**config.mk**
```make
export PLATFORM = sky130hd
export DESIGN_NAME = brcmt_unit
export DESIGN_NICKNAME = d
export VERILOG_FILES = /design/src/rtl/brcmt_pkg.sv /design/src/rtl/brcmt_cmp.sv /design/src/rtl/brcmt_target.sv /design/src/rtl/brcmt_flush_ctl.sv /design/src/rtl/brcmt_unit.sv
export SDC_FILE = /design/constraint.sdc
export NUM_CORES = 1
export LEC_CHECK = 0
export BUFFER_PORTS_ARGS = -buffer_cell sky130_fd_sc_hd__buf_4
export CORE_MARGIN = 2
export CORE_UTILIZATION = 52
export DETAILED_ROUTE_END_ITERATION = 8
export PLACE_DENSITY = 0.91
export SYNTH_ARGS = -nofsm -noshare
export SYNTH_HDL_FRONTEND = slang
export SYNTH_SLANG_ARGS = --single-unit
```
**constraint.sdc**
```tcl
create_clock -name clk -period 2.46 [get_ports clk]
set_clock_uncertainty 0.1 [all_clocks]
set_input_delay 0.492 -clock clk [delete_from_list [all_inputs] [get_ports clk]]
set_output_delay 0.492 -clock clk [all_outputs]
set_load 0.02 [all_outputs]
```
**src/rtl/brcmt_pkg.sv**
```systemverilog
package brcmt_pkg;

  typedef enum logic [2:0] {
    CND_EQ  = 3'b000,
    CND_NE  = 3'b001,
    CND_LT  = 3'b100,
    CND_GE  = 3'b101,
    CND_LTU = 3'b110,
    CND_GEU = 3'b111
  } br_cond_e;

  typedef enum logic {
    CAUSE_MISPRED = 1'b0,
    CAUSE_TRAP    = 1'b1
  } flush_cause_e;

endpackage

```
**src/rtl/brcmt_cmp.sv**
```systemverilog
module brcmt_cmp #(
  parameter int XLEN = 32
) (
  input  logic [2:0]      cond_i,
  input  logic [XLEN-1:0] a_i,
  input  logic [XLEN-1:0] b_i,
  output logic            taken_o
);
  import brcmt_pkg::*;

  logic [XLEN:0] diff;
  logic          eq, ltu, lts;

  // One shared subtractor serves both compares; signs only differ in the signed case.
  assign diff = {1'b0, a_i} - {1'b0, b_i};
  assign eq   = (a_i == b_i);
  assign ltu  = diff[XLEN];
  assign lts  = (a_i[XLEN-1] ^ b_i[XLEN-1]) ? a_i[XLEN-1] : ltu;

  always_comb begin
    unique case (cond_i)
      CND_EQ:  taken_o = eq;
      CND_NE:  taken_o = ~eq;
      CND_LT:  taken_o = lts;
      CND_GE:  taken_o = ~lts;
      CND_LTU: taken_o = ltu;
      CND_GEU: taken_o = ~ltu;
      default: taken_o = 1'b0;
    endcase
  end
endmodule

```
**src/rtl/brcmt_target.sv**
```systemverilog
module brcmt_target #(
  parameter int PCW     = 32,
  parameter bit HAS_RVC = 1'b1
) (
  input  logic [PCW-1:0] pc_i,
  input  logic [PCW-1:0] offset_i,
  input  logic           rvc_i,
  input  logic           taken_i,
  output logic [PCW-1:0] redirect_o
);
  localparam int STEP_W = 3;

  logic [STEP_W-1:0] step;
  logic [PCW-1:0]    seq_pc;
  logic [PCW-1:0]    jmp_pc;

  generate
    if (HAS_RVC) begin : g_rvc
      assign step = rvc_i ? STEP_W'(2) : STEP_W'(4);
    end else begin : g_norvc
      logic unused_rvc;
      assign unused_rvc = rvc_i;
      assign step = STEP_W'(4);
    end
  endgenerate

  assign seq_pc     = pc_i + PCW'(step);
  assign jmp_pc     = pc_i + offset_i;
  assign redirect_o = taken_i ? jmp_pc : seq_pc;
endmodule

```
**src/rtl/brcmt_flush_ctl.sv**
```systemverilog
module brcmt_flush_ctl #(
  parameter int PCW = 32
) (
  input  logic           clk,
  input  logic           rst_n,
  input  logic           set_i,
  input  logic           cause_i,
  input  logic [PCW-1:0] pc_i,
  input  logic           ack_i,
  output logic           req_o,
  output logic           cause_o,
  output logic [PCW-1:0] pc_o
);
  always_ff @(posedge clk or negedge rst_n) begin
    if (!rst_n) begin
      req_o   <= 1'b0;
      cause_o <= 1'b0;
      pc_o    <= '0;
    end else if (set_i) begin
      req_o   <= 1'b1;
      cause_o <= cause_i;
      pc_o    <= pc_i;
    end else if (req_o && ack_i) begin
      req_o   <= 1'b0;
    end
  end
endmodule

```
**src/rtl/brcmt_unit.sv**
```systemverilog
module brcmt_unit #(
  parameter int XLEN    = 32,
  parameter int PCW     = 32,
  parameter bit HAS_RVC = 1'b1
) (
  input  logic            clk,
  input  logic            rst_n,
  input  logic            in_valid,
  output logic            in_ready,
  input  logic            in_is_br,
  input  logic [2:0]      in_cond,
  input  logic [XLEN-1:0] in_op_a,
  input  logic [XLEN-1:0] in_op_b,
  input  logic [PCW-1:0]  in_pc,
  input  logic [PCW-1:0]  in_offset,
  input  logic            in_rvc,
  input  logic            in_pred_taken,
  input  logic            trap_req,
  input  logic [PCW-1:0]  trap_pc,
  output logic            cmt_valid,
  output logic            flush_req,
  input  logic            flush_ack,
  output logic [PCW-1:0]  flush_pc,
  output logic            flush_cause
);
  import brcmt_pkg::*;

  logic           taken, mispred, fire, flush_set;
  logic           nxt_cause;
  logic [PCW-1:0] redirect, nxt_pc;

  brcmt_cmp #(.XLEN(XLEN)) u_cmp (
    .cond_i  (in_cond),
    .a_i     (in_op_a),
    .b_i     (in_op_b),
    .taken_o (taken)
  );

  brcmt_target #(.PCW(PCW), .HAS_RVC(HAS_RVC)) u_tgt (
    .pc_i       (in_pc),
    .offset_i   (in_offset),
    .rvc_i      (in_rvc),
    .taken_i    (taken),
    .redirect_o (redirect)
  );

  assign in_ready  = ~flush_req;
  assign fire      = in_valid & in_ready;
  assign cmt_valid = fire;
  assign mispred   = in_is_br & (taken ^ in_pred_taken);
  assign flush_set = fire & (trap_req | mispred);
  assign nxt_cause = trap_req ? CAUSE_TRAP : CAUSE_MISPRED;
  assign nxt_pc    = trap_req ? trap_pc : redirect;

  brcmt_flush_ctl #(.PCW(PCW)) u_fl (
    .clk     (clk),
    .rst_n   (rst_n),
    .set_i   (flush_set),
    .cause_i (nxt_cause),
    .pc_i    (nxt_pc),
    .ack_i   (flush_ack),
    .req_o   (flush_req),
    .cause_o (flush_cause),
    .pc_o    (flush_pc)
  );
endmodule

```
==> results by group, run 1 <==
Outcome
  • Status: did not finish
  • Stopped at: global routing (5_1_grt)
  • Run Error: [ERROR DPL-0038] Utilization greater than 100%, impossible to legalize

Synth
  • Post-Synth XOR/XNOR Area: 0.0473
  • Largest family of logic cells by synthesized area: compound AO/OA/AOI/OAI gates
  • Top cells by area, synth: dfrtp_1 20%, ha_1 18%, a21oi_1 6.2%, nor2b_1 5.0%, mux2_2 4.8%
  • Synth Instances: roughly 520
  • Multiplexer share of the synthesized area: 0.0675
  • Syn Area/Cell: between 8 and 9 sq um
  • Synth Area in Adders: 0.190
  • Most used DFF post-synth: dfrtp_1
  • Cell taking the most area after synthesis: dfrtp_1
  • Number of flops mapped to enable cells by yosys: 0
  • Simple-gate share of the synthesized area: 0.201
  • Yosys Warn Count: 0
  • Mapped Area: 0.00426 sq mm
  • Flops & latches, synth: 34
  • Synth Net Count: 758
  • Post-synth top area share: 0.200
  • Compound-cell area share of the yosys netlist: 0.240
  • FFs w/ async S/R, synth: 1.00
  • Count of different cell masters after synthesis: 61
  • Sequential-to-total area share from yosys stat: 0.200

Timing
  • Worst setup endpoint GRT: u_fl.pc_o[30]$_DFFE_PN0P_/D
  • Worst endpoint type: register data pin

Placed design
  • Setup WS pre-CTS: -2.56 ns
  • # port buffers: 206
  • GPL Wtd Cong: just under 1
  • Dpl hpwl: 13.5 mm

Clocking
  • Clk sinks: 34
  • Root buf cell: clkbuf_8
  • CTS H-tree lvls: 2
  • Total CTS buffers: 5
  • Longest Clk Path Bufs: 2

GRT
  • Largest net degree at the start of global routing: 35

Floorplanning
  • Die width: 94.5 um
  • I/O pins: slightly above 200
  • Initial Utilization: 0.527
  • FP Rows: 33
  • Die Y: 94.5 um
## cell families after synthesis
family / count (synthesis)
multiplexers: 25
adder cells (fa/ha/maj): 64
buffers and inverters: 57
AND/OR/NAND/NOR: 160
flip-flops: 34
AO/OA/AOI/OAI: 160
XOR/XNOR: 23
## timing repair
action                                  in CTS
pin swaps                                   31
hold buffers                                 0
setup buffers                               16
cloned                                       2
resized for setup                           45
endpoints found under the setup margin      34
## stage by stage
| step | area [sq um] | cells | hold slack (ns) | utilization | setup TNS (ns) |
|---|---|---|---|---|---|
| detailed placement | 7040 | 918 | 0.371 | 0.870 | -70.52 |
| floorplan | 4710 | 523 | 0.0964 | - | -52.63 |
| global placement | 7040 | 918 | 0.365 | 0.870 | -65.23 |
| CTS | 7520 | 944 | 0.0696 | 0.929 | -57.79 |
## synthesized netlist by cell type, types with 2 or more instances
cell,number
ha_1,63
o211ai_1,7
nor3b_1,2
nand3_1,9
a211o_1,2
mux2i_1,4
a21oi_1,53
dfrtp_1,34
nand2b_1,3
o21a_1,4
nor3_1,8
o21ai_1,2
and3_1,7
mux2_4,3
a21o_1,17
or2_2,2
inv_1,44
a41oi_1,2
xor2_1,12
o21ai_0,38
mux2_2,18
o31ai_1,6
nand2_1,53
xnor2_1,11
nor2_1,17
o221ai_1,2
buf_6,2
nand4_1,8
and2_1,4
a31oi_1,3
nand4_2,2
nor2b_1,34
a211oi_1,8
a21boi_0,3
clkbuf_1,9
and4_1,2
==> run 2: changes to the inputs <==
Settings changed: CORE_UTILIZATION 52 to 40, PLACE_DENSITY 0.91 to not set, PLACE_DENSITY_LB_ADDON set to 0.15.
==> results by group, run 2 <==
Outcome
  • Status: finished with violations
  • Failing checks: setup timing

Clocking
  • Clk sinks: 34 (unchanged)
  • Longest Clk Path Bufs: 2 (unchanged)
  • Total CTS buffers: 5 (unchanged)
  • Root buf cell: clkbuf_8
  • CTS H-tree lvls: 2 (unchanged)
  • Worst-path clk slew: roughly 0.08 ns
  • CTS tree: yes
  • Later-pin clock latency in the skew report: just under 0.3 ns

Detailed routing
  • Vias: between 5,000 and 6,000
  • Post-route antenna net violation count: 0
  • Via density: roughly 5.4
  • Drc violations: 0
  • Starting DRT DRC Count: 195
  • DR pass1 iterations: 4
  • Total Wirelength: about 16 mm
  • WL/cell: ~16 um

Timing
  • Slew HR: 0.643
  • PnR worst setup slack: -2.26 ns
  • RSZ-0062 raised after global routing: yes
  • Final setup vio count: 34
  • Final TNS setup: -60.33 ns
  • Fmax: approximately 210 MHz
  • Pins Over Slew Limit: 0
  • Worst Tran Pin Value: 0.530 ns
  • Tcrit/Tclk final: 1.92
  • Final worst path period need: 4.72 ns
  • Final hold viol count: 0

GRT
  • Antenna violations before repair: 0
  • Overall Global Routing Usage: 0.268
  • Largest net degree at the start of global routing: 35
  • Overflow after GRT: 0
  • First-pass GRT wire length: 25.0 mm
  • Vias in the first global route: 5,499

Pwr
  • LEAKAGE: 3.97 nW
  • Maximum vdd drop: 0.397 mV
  • Power, Total: just under 4 mW
  • Internal Power: 2.33 mW
  • NetSw: 1.59 mW
  • Pwr Density: 484 mW/mm^2
  • Clock power frac: 0.107
  • Gate power share: 0.661
  • Register share of total power: 0.232
  • Sw Ratio: 0.406

Floorplanning
  • Die Y: 107 um (+13%)
  • Core area: 0.0103 sq mm
  • I/O pins: 207 (unchanged)
  • FP Rows: 37 (+12%)
  • Die width: 107 um (+13%)
  • Total die area: between 0.01 and 0.015 sq mm
  • Initial Utilization: 0.413 (-0.114)

Synth
  • Most used DFF post-synth: dfrtp_1
  • Simple-gate share of the synthesized area: 0.201 (unchanged)
  • Sequential-to-total area share from yosys stat: 0.200 (unchanged)
  • Post-synth top area share: 0.200 (unchanged)
  • Syn Area/Cell: 8.15 sq um (unchanged)
  • FFs w/ async S/R, synth: 1.00 (unchanged)
  • Mapped Area: 0.00426 sq mm (unchanged)
  • Post-Synth XOR/XNOR Area: 0.0473 (unchanged)
  • Yosys Warn Count: 0 (unchanged)
  • Number of flops mapped to enable cells by yosys: 0 (unchanged)
  • Multiplexer share of the synthesized area: 0.0675 (unchanged)
  • Flops & latches, synth: 34 (unchanged)
  • Commonest cells in the netlist: 63 x ha_1, 53 x a21oi_1, 53 x nand2_1, 44 x inv_1, 38 x o21ai_0
  • Compound-cell area share of the yosys netlist: 0.240 (unchanged)
  • Count of different cell masters after synthesis: 61 (unchanged)
  • Synth Instances: 523 (unchanged)
  • Synth Area in Adders: 0.190 (unchanged)
  • Synth Net Count: 758 (unchanged)
  • Top cells by area, synth: dfrtp_1 20%, ha_1 18%, a21oi_1 6.2%, nor2b_1 5.0%, mux2_2 4.8%
  • Cell taking the most area after synthesis: dfrtp_1
  • Top-count cell post-synth: ha_1
  • Largest family of logic cells by synthesized area: compound AO/OA/AOI/OAI gates

Final layout
  • Multi-input combinational cell area: 0.00404 sq mm
  • Register Area: 851 sq um
  • Max reg flops: 32
  • Commonest non-fill, non-tap cells in the layout: 288 x buf_4, 52 x nand2_1, 41 x buf_6, 35 x ha_1, 34 x dfrtp_1
  • # fillers: 687
  • Area Growth Syn to Fin: 89.7%
  • Antenna diodes: 0
  • Layout cells sized above 1: 0.588
  • Largest reg by FF count: u_fl.pc_o
  • Largest regs: u_fl.pc_o (32), u_fl.cause_o (1), u_fl.req_o (1)
  • Core Util, Final: 0.783
  • Cell area after layout: 0.00809 sq mm
  • Commonest non-fill, non-tap cell in the layout: buf_4
  • Final Net Count: approximately 1,100

Placed design
  • Placed inst area: 0.00715 sq mm (+1.5%)
  • GPL Wtd Cong: 0.890 (-8.6%)
  • # port buffers: 206 (unchanged)
  • Dpl hpwl: 12.0 mm (-11%)

Critical path
  • Critical path fanouts, max: 4
  • Crit path arrival time: 4.84 ns
  • Worst Setup Start Kind: input pin
  • Req. time, crit path: 2.59 ns
  • Worst setup path category: in -> reg
  • Crit. End Element: flip-flop

Flow run
  • Max-cap violations: 0

Worst hold path
  • Hold crit path type: in -> async
## run 2: power by group through the flow
stage | Combinational (mW) | Sequential, mW | Clock [mW]
2_1_floorplan | 0.924 | 1.15 | 0
3_3_place_gp | 2.17 | 0.900 | 0
3_5_place_dp | 2.23 | 0.908 | 0
4_1_cts | 2.40 | 0.901 | 0.424
5_1_grt | 2.77 | 0.931 | 0.445
6_report | 2.59 | 0.908 | 0.419
## run 2: worst paths after layout
check                              start             to  slack (ns)  cells after the start
max                          in_op_b[14]  u_fl.pc_o[25]       -2.26                     22
min                                rst_n  u_fl.pc_o[19]        0.05                      1
max reg2reg                   u_fl.req_o  u_fl.pc_o[15]        0.60                      7
min reg2reg                u_fl.pc_o[16]  u_fl.pc_o[16]        0.39                      1
max in group asynchronous          rst_n   u_fl.pc_o[2]        1.87                      1
min in group clk               flush_ack     u_fl.req_o        0.25                      2
## run 2: cells by family after synthesis
| group | count (synthesis) |
|---|---|
| mux | 25 |
| flops | 34 |
| simple gates | 160 |
| fa+ha+maj | 64 |
| buf+inv | 57 |
| xor+xnor | 23 |
| compound gates | 160 |
## run 2: per-stage QoR
step / setup WS (ns) / std cells / hold slack [ns]
6_report: -2.26 / 987 / 0.0484
5_1_grt: -2.42 / 987 / 0.0902
4_1_cts: -2.09 / 972 / 0.0713
3_5_place_dp: -2.52 / 956 / 0.375
3_3_place_gp: -2.48 / 956 / 0.366
2_1_floorplan: -2.15 / 523 / 0.0964
## run 2: worst max-delay path, cell delays in order
cell      delay (ns)
buf_6           0.07
inv_4           0.03
ha_4            0.25
nand4_1         0.19
nor4_2          0.36
a21oi_1         0.11
a31o_1          0.22
a311oi_4        0.32
and2_4          0.23
mux2_4          0.32
ha_4            0.21
a211o_1         0.27
a21o_1          0.18
buf_6           0.12
o41ai_4         0.23
buf_4           0.18
a21oi_4         0.06
o21a_1          0.23
o21a_1          0.20
o21a_1          0.16
o31a_1          0.26
o21ai_1         0.12
## run 2: cell type report
class,instances,area share
Timing Repair Buffer,334,0.337
Tap cell,136,0.0210
Clock inverter,2,0.00124
Inverter,44,0.0269
Multi-Input combinational cell,432,0.500
Sequential cell,34,0.105
Clock buffer,5,0.00851
## run 2: what timing repair did
action                                  4_1_cts  5_1_grt
hold endpoints to repair                      0        0
endpoints found under the setup margin       34       34
hold buffers                                  0        0
cloned                                        1        0
pin swaps                                    52       44
buffers inserted                              8       19
resized for setup                            96       64
## run 2: layer usage
metal / track usage / share of wire / vias up
met1: 0.326 / 0.41 / 2503
met2: 0.476 / 0.50 / 208
met5: 0 / 0 / -
li1: - / - / 2545
met4: 0.0909 / 0.030 / 0
met3: 0.0456 / 0.062 / 40
Note: power is estimated with default switching activity, not from simulation.
